### config.mk
export PLATFORM = sky130hd
export DESIGN_NAME = hp_slot_notifier
export DESIGN_NICKNAME = d
export VERILOG_FILES = /design/src/rtl/hp_slot_notifier.sv
export SDC_FILE = /design/constraint.sdc
export NUM_CORES = 1
export LEC_CHECK = 0
export BUFFER_PORTS_ARGS = -buffer_cell sky130_fd_sc_hd__buf_2
export CAP_MARGIN = 20
export CORE_MARGIN = 10
export CORE_UTILIZATION = 44
export CTS_CLUSTER_DIAMETER = 60
export CTS_CLUSTER_SIZE = 14
export DETAILED_ROUTE_END_ITERATION = 10
export PLACE_DENSITY = 0.93
export SLEW_MARGIN = 20
export SYNTH_ARGS = -nofsm -noshare
export SYNTH_HDL_FRONTEND = slang
export SYNTH_SLANG_ARGS = --single-unit
export TNS_END_PERCENT = 10
### constraint.sdc
create_clock -name clk -period 3.3 [get_ports clk]
set_input_delay 0.66 -clock clk [delete_from_list [all_inputs] [get_ports clk]]
set_output_delay 0.66 -clock clk [all_outputs]
set_load 0.005 [all_outputs]
### src/rtl/hp_slot_notifier.sv
module hp_slot_notifier (
  input  logic        clk,
  input  logic        rst_n,
  input  logic        ev_abp,
  input  logic        ev_pfd,
  input  logic        ev_mrl,
  input  logic        ev_pdc,
  input  logic        wr_en,
  input  logic        wr_sel,
  input  logic [15:0] wr_data,
  input  logic        msi_en,
  input  logic        slot_rst,
  input  logic        restore,
  input  logic [15:0] snap_ctl,
  input  logic [15:0] snap_sta,
  output logic [15:0] ctl_q,
  output logic [15:0] sta_q,
  output logic        intx,
  output logic        msi_req
);
  localparam int NEV = 5;
  localparam int CW  = 11;
  localparam logic [NEV-1:0] KEEP_ON_RST = 5'b00110;

  logic [CW-1:0]  ctl_r, ctl_a, ctl_n;
  logic [NEV-1:0] ev_r, ev_a, ev_f, ev_n;
  logic           eis_r, eis_n, note_r, note_n, mid, fin, pulse;

  function automatic logic cond_of(logic [CW-1:0] c, logic [NEV-1:0] s);
    return c[5] & (|(c[NEV-1:0] & s));
  endfunction

  wire wr_c = wr_en & ~wr_sel;
  wire wr_s = wr_en & wr_sel;

  assign ctl_a = wr_c ? wr_data[CW-1:0] : ctl_r;
  assign ev_a  = (wr_s ? (ev_r & ~wr_data[NEV-1:0]) : ev_r)
               | {1'b0, ev_pdc, ev_mrl, ev_pfd, ev_abp};
  assign mid   = cond_of(ctl_a, ev_a);
  assign ev_f  = ev_a | {wr_c, 4'b0};
  assign fin   = cond_of(ctl_a, ev_f);

  always_comb begin
    if (slot_rst) begin
      ctl_n  = ctl_r;
      ev_n   = ev_r & KEEP_ON_RST;
      eis_n  = eis_r;
      note_n = cond_of(ctl_r, ev_n);
      pulse  = msi_en & ~note_r & note_n;
    end else if (restore) begin
      ctl_n  = snap_ctl[CW-1:0];
      ev_n   = snap_sta[NEV-1:0];
      eis_n  = snap_sta[7];
      note_n = cond_of(ctl_n, ev_n);
      pulse  = 1'b0;
    end else begin
      ctl_n  = ctl_a;
      ev_n   = ev_f;
      eis_n  = eis_r ^ (wr_c & wr_data[11]);
      note_n = fin;
      pulse  = msi_en & ((~note_r & mid) | (~mid & fin));
    end
  end

  always_ff @(posedge clk or negedge rst_n) begin
    if (!rst_n) begin
      ctl_r  <= '0;
      ev_r   <= '0;
      eis_r  <= 1'b0;
      note_r <= 1'b0;
    end else begin
      ctl_r  <= ctl_n;
      ev_r   <= ev_n;
      eis_r  <= eis_n;
      note_r <= note_n;
    end
  end

  assign ctl_q   = {5'b0, ctl_r};
  assign sta_q   = {8'b0, eis_r, 2'b0, ev_r};
  assign intx    = ~msi_en & note_r;
  assign msi_req = pulse;
endmodule

==> metrics.yaml, run 1 <==
clock_network:
  clockBufferDepth: 2
  clock_latency_ns: 0.28
  numCtsBuffers: 3
  path_clk_slew_ns: 0.10
  cts_root_buf: "clkbuf_4"
  cts_resized: 0
  hold_buffers: 0
  ctsHtreeMaxLevel: 1
  post-cts-setup-buffer-count: 0
  cts_tree: "built"
  cts.sinks: 18
setup_path:
  worst_r2r_endpoint: "note_r$_DFF_PN0_"
  required_ns: 2.64
  critPathMaxFanout: 15
  critical_path_class: "primary input to output pin"
  crit_arrival_ns: 2.12
  ff2ff_setup_slack_ns: 1.84
  cp-start-kind: "primary input"
  r2r_cells: 4
  timing.rr.start: "ev_r[1]$_DFFE_PN0N_"
  critPathCaptureType: "output pin"
floorplan:
  core_sq_um: 2780
  start_util_pct: 46.4
  ioPinCount: 93
  num_rows: 19
  fp.dieW_um: 74.2
  die_h_um: 74.2
  dieArea_sq_um: 5500
timing:
  skew_ns: 0.00362
  hold_slack_ns: 0.290
  hold_viol_final: 0
  rsz0062_at_grt: "no"
  drv_slew: 0
  setup_tns_ns: 0
  finalCriticalPeriod_ns: 2.78
  max_clock_freq_ghz: 0.360
  setup_violations: 0
  final.period_utilization_pct: 84.2
placement:
  place.gp.congestion: 0.854
  portBuffers: 58
  dpl.hpwl_mm: 3.26
drt:
  vias_per_cell: 5.65
  via_count: 1357
  drt_iter0_markers: 87
  drt_wl_total_mm: 4.08
  first_pass_iters: 4
  post-route-drc-count: 0
  ant_nets: 0
  wl_per_cell_um: 17.0
pwr:
  switching_share_pct: 33.4
  p_sw_mw: 0.196
  peakVddDrop_mv: 0.246
  p_leak_nw: 0.763
  pwr-share-clk_pct: 18.1
  p_seq_share_pct: 48.1
  p_int_mw: 0.391
  powerDensity_nw_per_um2: 377
  power_frac_comb_pct: 33.8
grt:
  grt_pass1_wl_mm: 6.53
  grt_overflow: 0
  antenna_found_initial: 0
  grt_pass1_vias: 1354
  grt_max_degree: 19
  track_usage_pct: 14.6
cells_and_area:
  nets: 270
  final_common_cell: "buf_2"
  mostFrequentLayoutCells: "buf_2 (58), o22ai_1 (21), a21oi_1 (18), dfrtp_1 (18), conb_1 (15)"
  antennaDiodeCount: 0
  final_layout_size_suffix_gt1_share_pct: 34.0
  syn_to_final_growth_pct: 20.6
synthesis:
  ys_async_sr_fraction_pct: 100
  netlist_instances: 154
  yosysSeqAreaShare_pct: 34.9
  synth_cell_types: 35
  synth_ff_type: "dfrtp_1"
  yosysWarnings: 0
  syn_area_sq_um: 1290
  synth-edff-count: 0
  ys_seq_elements: 18
  synth_area_per_cell_sq_um: 8.38
min_path:
  hold_class: "primary input to async pin"
outcome:
  outcome: "finished clean"
job:
  max_cap_viol_count: 0
through the flow:
step / power [mW] / cells / util, % / area (sq um) / worst slack, ns
after floorplan: 0.410 / 168 / - / 1340 / 0.971
after global placement: 0.478 / 237 / 55.2 / 1540 / 0.604
after detailed placement: 0.483 / 237 / 55.2 / 1540 / 0.516
after CTS: 0.588 / 240 / 56.0 / 1560 / 0.514
after global routing: 0.629 / 240 / 56.0 / 1560 / 0.340
final: 0.587 / 240 / 56.0 / 1560 / 0.522
cells in the mapped netlist, drive strengths merged (4+ instances only):
cell	number	share of area, %
o21ai	9	3.8
clkbuf	4	1.2
o22ai	21	10
nor2	12	3.5
a22oi	7	4.1
a21oi	18	7.0
nand2	7	2.0
buf	20	12
nand3	6	2.3
dfrtp	18	35
inv	4	1.2
worst max-delay path, cell delays in order:
cell	delay, ns
buf_2	0.23
nand2b_1	0.13
a211o_1	0.33
a2111oi_1	0.41
nand4_1	0.14
nand3_1	0.09
buf_2	0.12
power groups by stage:
stage / registers (mW) / clock network [mW] / logic [mW]
after global routing: 0.286 / 0.119 / 0.224
after floorplan: 0.284 / 0 / 0.126
after global placement: 0.284 / 0 / 0.193
after CTS: 0.281 / 0.109 / 0.199
after detailed placement: 0.285 / 0 / 0.198
final: 0.282 / 0.106 / 0.198
routing by layer:
metal  global-route usage (%)  vias to the layer above  part of all wire, %
met5                        0                        -                    0
met4                     4.55                        0                 0.29
met3                     5.98                        2                   11
met2                     24.1                       73                   50
met1                     16.9                      625                   39
li1                         -                      657                    -
cell type report:
| type | instances | area (sq um) |
|---|---|---|
| timing repair buffer | 62 | 320 |
| fill | 268 | 1220 |
| multi-input combinational | 121 | 707 |
| sequential | 18 | 450 |
| tap | 31 | 38.8 |
| clock buffer | 3 | 22.5 |
| inverter | 5 | 18.8 |
worst max path at each step:
stage,startpoint,endpoint,cells past startpoint
final,wr_sel,msi_req,7
after floorplan,wr_data[4],msi_req,5
after global routing,wr_sel,msi_req,7
after global placement,wr_en,msi_req,8
after detailed placement,wr_sel,msi_req,7
after CTS,wr_sel,msi_req,7
sequential cells by signal, summed over array words and instances (netlist names):
| register | flops |
|---|---|
| ctl_r | 11 |
| note_r | 1 |
| eis_r | 1 |
| ev_r | 5 |
kinds of logic (layout without fill, tap and decap cells):
group / after synthesis / after routing / synth area share (%)
DFF: 18 / 18 / 34.9
AOI/OAI and AO/OA: 64 / 64 / 32.4
other: 1 / 15 / 0.290
buffers and inverters: 29 / 70 / 14.4
and+or+nand+nor: 40 / 40 / 16.5
muxes: 2 / 2 / 1.55
No activity file was read; power rests on OpenSTA's default activity.
==> inputs of run 2 (changes only) <==
--- a/config.mk
+++ b/config.mk
@@ -5,14 +5,15 @@
 export SDC_FILE = /design/constraint.sdc
 export NUM_CORES = 1
 export LEC_CHECK = 0
+export ABC_AREA = 1
 export BUFFER_PORTS_ARGS = -buffer_cell sky130_fd_sc_hd__buf_2
 export CAP_MARGIN = 20
 export CORE_MARGIN = 10
-export CORE_UTILIZATION = 44
+export CORE_UTILIZATION = 41
 export CTS_CLUSTER_DIAMETER = 60
 export CTS_CLUSTER_SIZE = 14
 export DETAILED_ROUTE_END_ITERATION = 10
-export PLACE_DENSITY = 0.93
+export PLACE_DENSITY = 0.88
 export SLEW_MARGIN = 20
 export SYNTH_ARGS = -nofsm -noshare
 export SYNTH_HDL_FRONTEND = slang
==> constraint.sdc (replaced) <==
create_clock -name clk -period 2.9 [get_ports clk]
set_input_delay 0.58 -clock clk [delete_from_list [all_inputs] [get_ports clk]]
set_output_delay 0.58 -clock clk [all_outputs]
set_load 0.005 [all_outputs]
==> metrics.yaml, run 2 <==
setup_path:
  required_ns: 2.32  # -0.32 ns
  cpPeakStageDelay_ns: 0.33  # -0.08 ns
  cp-start-kind: "primary input"
  worstPathCellList: "buf_2 > nand2_1 > o21ai_0 > or2_1 > nand2_1 > nand2_1 > nand2_1 > nand2_1 > nand2_1 > buf_2"
  critical_path_class: "primary input to output pin"
  crit_path_top_delay_cell: "o21ai_0"
  critPathCaptureType: "output pin"
  crit_arrival_ns: 1.85  # -0.27 ns
  critPathMaxFanout: 7  # -8
  cpMostUsedCell: "nand2_1"
min_path:
  hold_class: "primary input to async pin"
clock_network:
  numCtsBuffers: 3  # unchanged
  post-cts-setup-buffer-count: 0  # unchanged
  cts_tree: "built"
  hold_buffers: 0  # unchanged
  cts.sinks: 18  # unchanged
  clockBufferDepth: 2  # unchanged
  cts_resized: 0  # unchanged
  cts_root_buf: "clkbuf_4"
  clock_latency_ns: 0.31  # +0.03 ns
  ctsHtreeMaxLevel: 1  # unchanged
  path_clk_slew_ns: 0.12  # +0.02 ns
drt:
  ant_nets: 0  # unchanged
  wl_met1_mm: 1.63  # +3.0%
  routed.top_layer: "met4"
  wl_met3_um: 241  # -46%
  wl_per_cell_um: 13.3  # -22%
  drt_wl_total_mm: 3.72  # -8.8%
  via_count: 1281  # -5.6%
  wl_met2_mm: 1.82  # -10%
  vias_per_cell: 4.58  # -19%
  drt_iter0_markers: 65  # -25%
  first_pass_iters: 4  # unchanged
  post-route-drc-count: 0  # unchanged
grt:
  antenna_found_initial: 0  # unchanged
  grt_pass1_wl_mm: 6.10  # -6.7%
  track_usage_pct: 12.4  # -2.3 points
  grt_pass1_vias: 1309  # -3.3%
  grt_overflow: 0  # unchanged
  grt_max_degree: 19  # unchanged
synthesis:
  yosys.area.top_type_share_pct: 35.1  # +0.20 points
  ys_async_sr_fraction_pct: 100  # unchanged
  synth_cell_types: 28  # -20%
  synth-edff-count: 0  # unchanged
  ys_top_cells_by_count: "nand2_1 (68), nand3_1 (19), dfrtp_1 (18)"
  netlist_instances: 180  # +17%
  yosys-top-cells-area: "dfrtp_1 (35%), nand2_1 (20%), buf_4 (9.9%), nand3_1 (7.4%), inv_1 (3.2%)"
  synth_area_per_cell_sq_um: 7.13  # -15%
  synth_ff_type: "dfrtp_1"
  syn_area_sq_um: 1280  # -0.58%
  yosysSeqAreaShare_pct: 35.1  # +0.20 points
  yosysWarnings: 0  # unchanged
  yosys.area.top_type: "dfrtp_1"
  synth_most_common_cell: "nand2_1"
  ys_seq_elements: 18  # unchanged
timing:
  setup_tns_ns: 0  # unchanged
  hold_slack_ns: 0.185  # -0.105 ns
  final.period_utilization_pct: 83.8
  rsz0062_at_grt: "no"
  drv_slew: 0  # unchanged
  skew_ns: 0.00915  # +0.00553 ns
  finalCriticalPeriod_ns: 2.43
  max_clock_freq_ghz: 0.412
  hold_viol_final: 0  # unchanged
  setup_violations: 0  # unchanged
pwr:
  peakVddDrop_mv: 0.225  # -8.4%
  powerDensity_nw_per_um2: 429  # +14%
  p_leak_nw: 0.871  # +14%
floorplan:
  die_h_um: 76.0  # +2.4%
  num_rows: 20  # +1
  fp.dieW_um: 76.0  # +2.4%
  start_util_pct: 42.4  # -4.0 points
  core_sq_um: 3030  # +8.9%
  ioPinCount: 93  # unchanged
  dieArea_sq_um: 5770  # +4.9%
placement:
  place_inst: 276  # +16%
  dpl.hpwl_mm: 3.05  # -6.4%
  portBuffers: 58  # unchanged
  place.gp.congestion: 0.840  # -1.6%
cells_and_area:
  n_fill_cell: 324  # +21%
  top_regs: "ctl_r x11, ev_r x5"
  finalNonFillerCells: 280  # +17%
  largest_register_ffs: 11  # unchanged
  max_flop_register: "ctl_r"
  antennaDiodeCount: 0  # unchanged
  final_layout_size_suffix_gt1_share_pct: 30.9  # -3.0 points
  syn_to_final_growth_pct: 21.7
  mostFrequentLayoutCells: "nand2_1 (68), buf_2 (58), nand3_1 (19), dfrtp_1 (18), conb_1 (15)"
  final_common_cell: "nand2_1"
  nets: 296  # +9.6%
job:
  max_cap_viol_count: 0  # unchanged
outcome:
  outcome: "finished clean"
==> run 2: cell types whose count changed after synthesis, sizes merged, moves of 3 or more <==
cell / previous run / this run
nand2: 7 / 70
o22ai: 21 / 0
a21oi: 18 / 4
nand3: 6 / 19
inv: 4 / 15
a22oi: 7 / 0
a31oi: 0 / 6
clkbuf: 4 / 0
o211ai: 0 / 3
o21ai: 9 / 6
==> run 2: worst paths after layout <==
check                                     start                    to  slack, ns  depth (start not counted)
max reg2reg                ctl_r[2]$_DFFE_PN0N_      note_r$_DFF_PN0_       1.82                          6
min in group clk                    snap_sta[0]     ev_r[0]$_DFF_PN0_       0.47                          3
min reg2reg                ctl_r[0]$_DFFE_PN0N_  ctl_r[0]$_DFFE_PN0N_       0.54                          2
max in group asynchronous                 rst_n  ctl_r[2]$_DFFE_PN0N_       2.41                          1
max                                      wr_sel               msi_req       0.47                         10
min                                       rst_n     ev_r[3]$_DFF_PN0_       0.19                          1
==> run 2: kinds of logic after synthesis <==
family          synth area share [%]
simple gates                    36.5
buf+inv                         17.1
compound gates                  10.4
flops                           35.1
xor+xnor                       0.682
other cells                    0.292
==> run 2: area by class of cell <==
| cell class | count | area (sq um) | area share, % |
|---|---|---|---|
| inverters | 15 | 63.8 | 4.08 |
| well taps | 44 | 55.1 | 3.52 |
| repair buffers | 58 | 290 | 18.6 |
| clock buffers | 4 | 36.3 | 2.32 |
| flip-flops and latches | 18 | 450 | 28.8 |
| multi-input cells | 141 | 667 | 42.7 |
==> run 2: per-layer routing <==
metal,track usage (%),up-vias
li1,-,666
met3,3.89,4
met2,21.1,38
met5,0,-
met4,2.84,0
met1,14.6,573
==> run 2: through the flow <==
stage	worst slack (ns)	cell area, sq um	util [%]	power, mW
after floorplan	0.870	1340	-	0.438
after global placement	0.568	1530	50.4	0.503
after detailed placement	0.501	1530	50.4	0.509
after CTS	0.494	1560	51.6	0.673
after global routing	0.337	1560	51.6	0.711
final	0.471	1560	51.6	0.670
==> run 2: power breakdown <==
group | internal, mW | switching [mW]
Clock | 0.0766 | 0.0904
Combinational | 0.0832 | 0.114
Sequential | 0.282 | 0.0232
Total | 0.442 | 0.228
==> run 2: worst max-delay path: cells and delay by family <==
family          cells  cell delay, ns
simple gates        7            0.55
buf+inv             2            0.38
compound gates      1            0.33
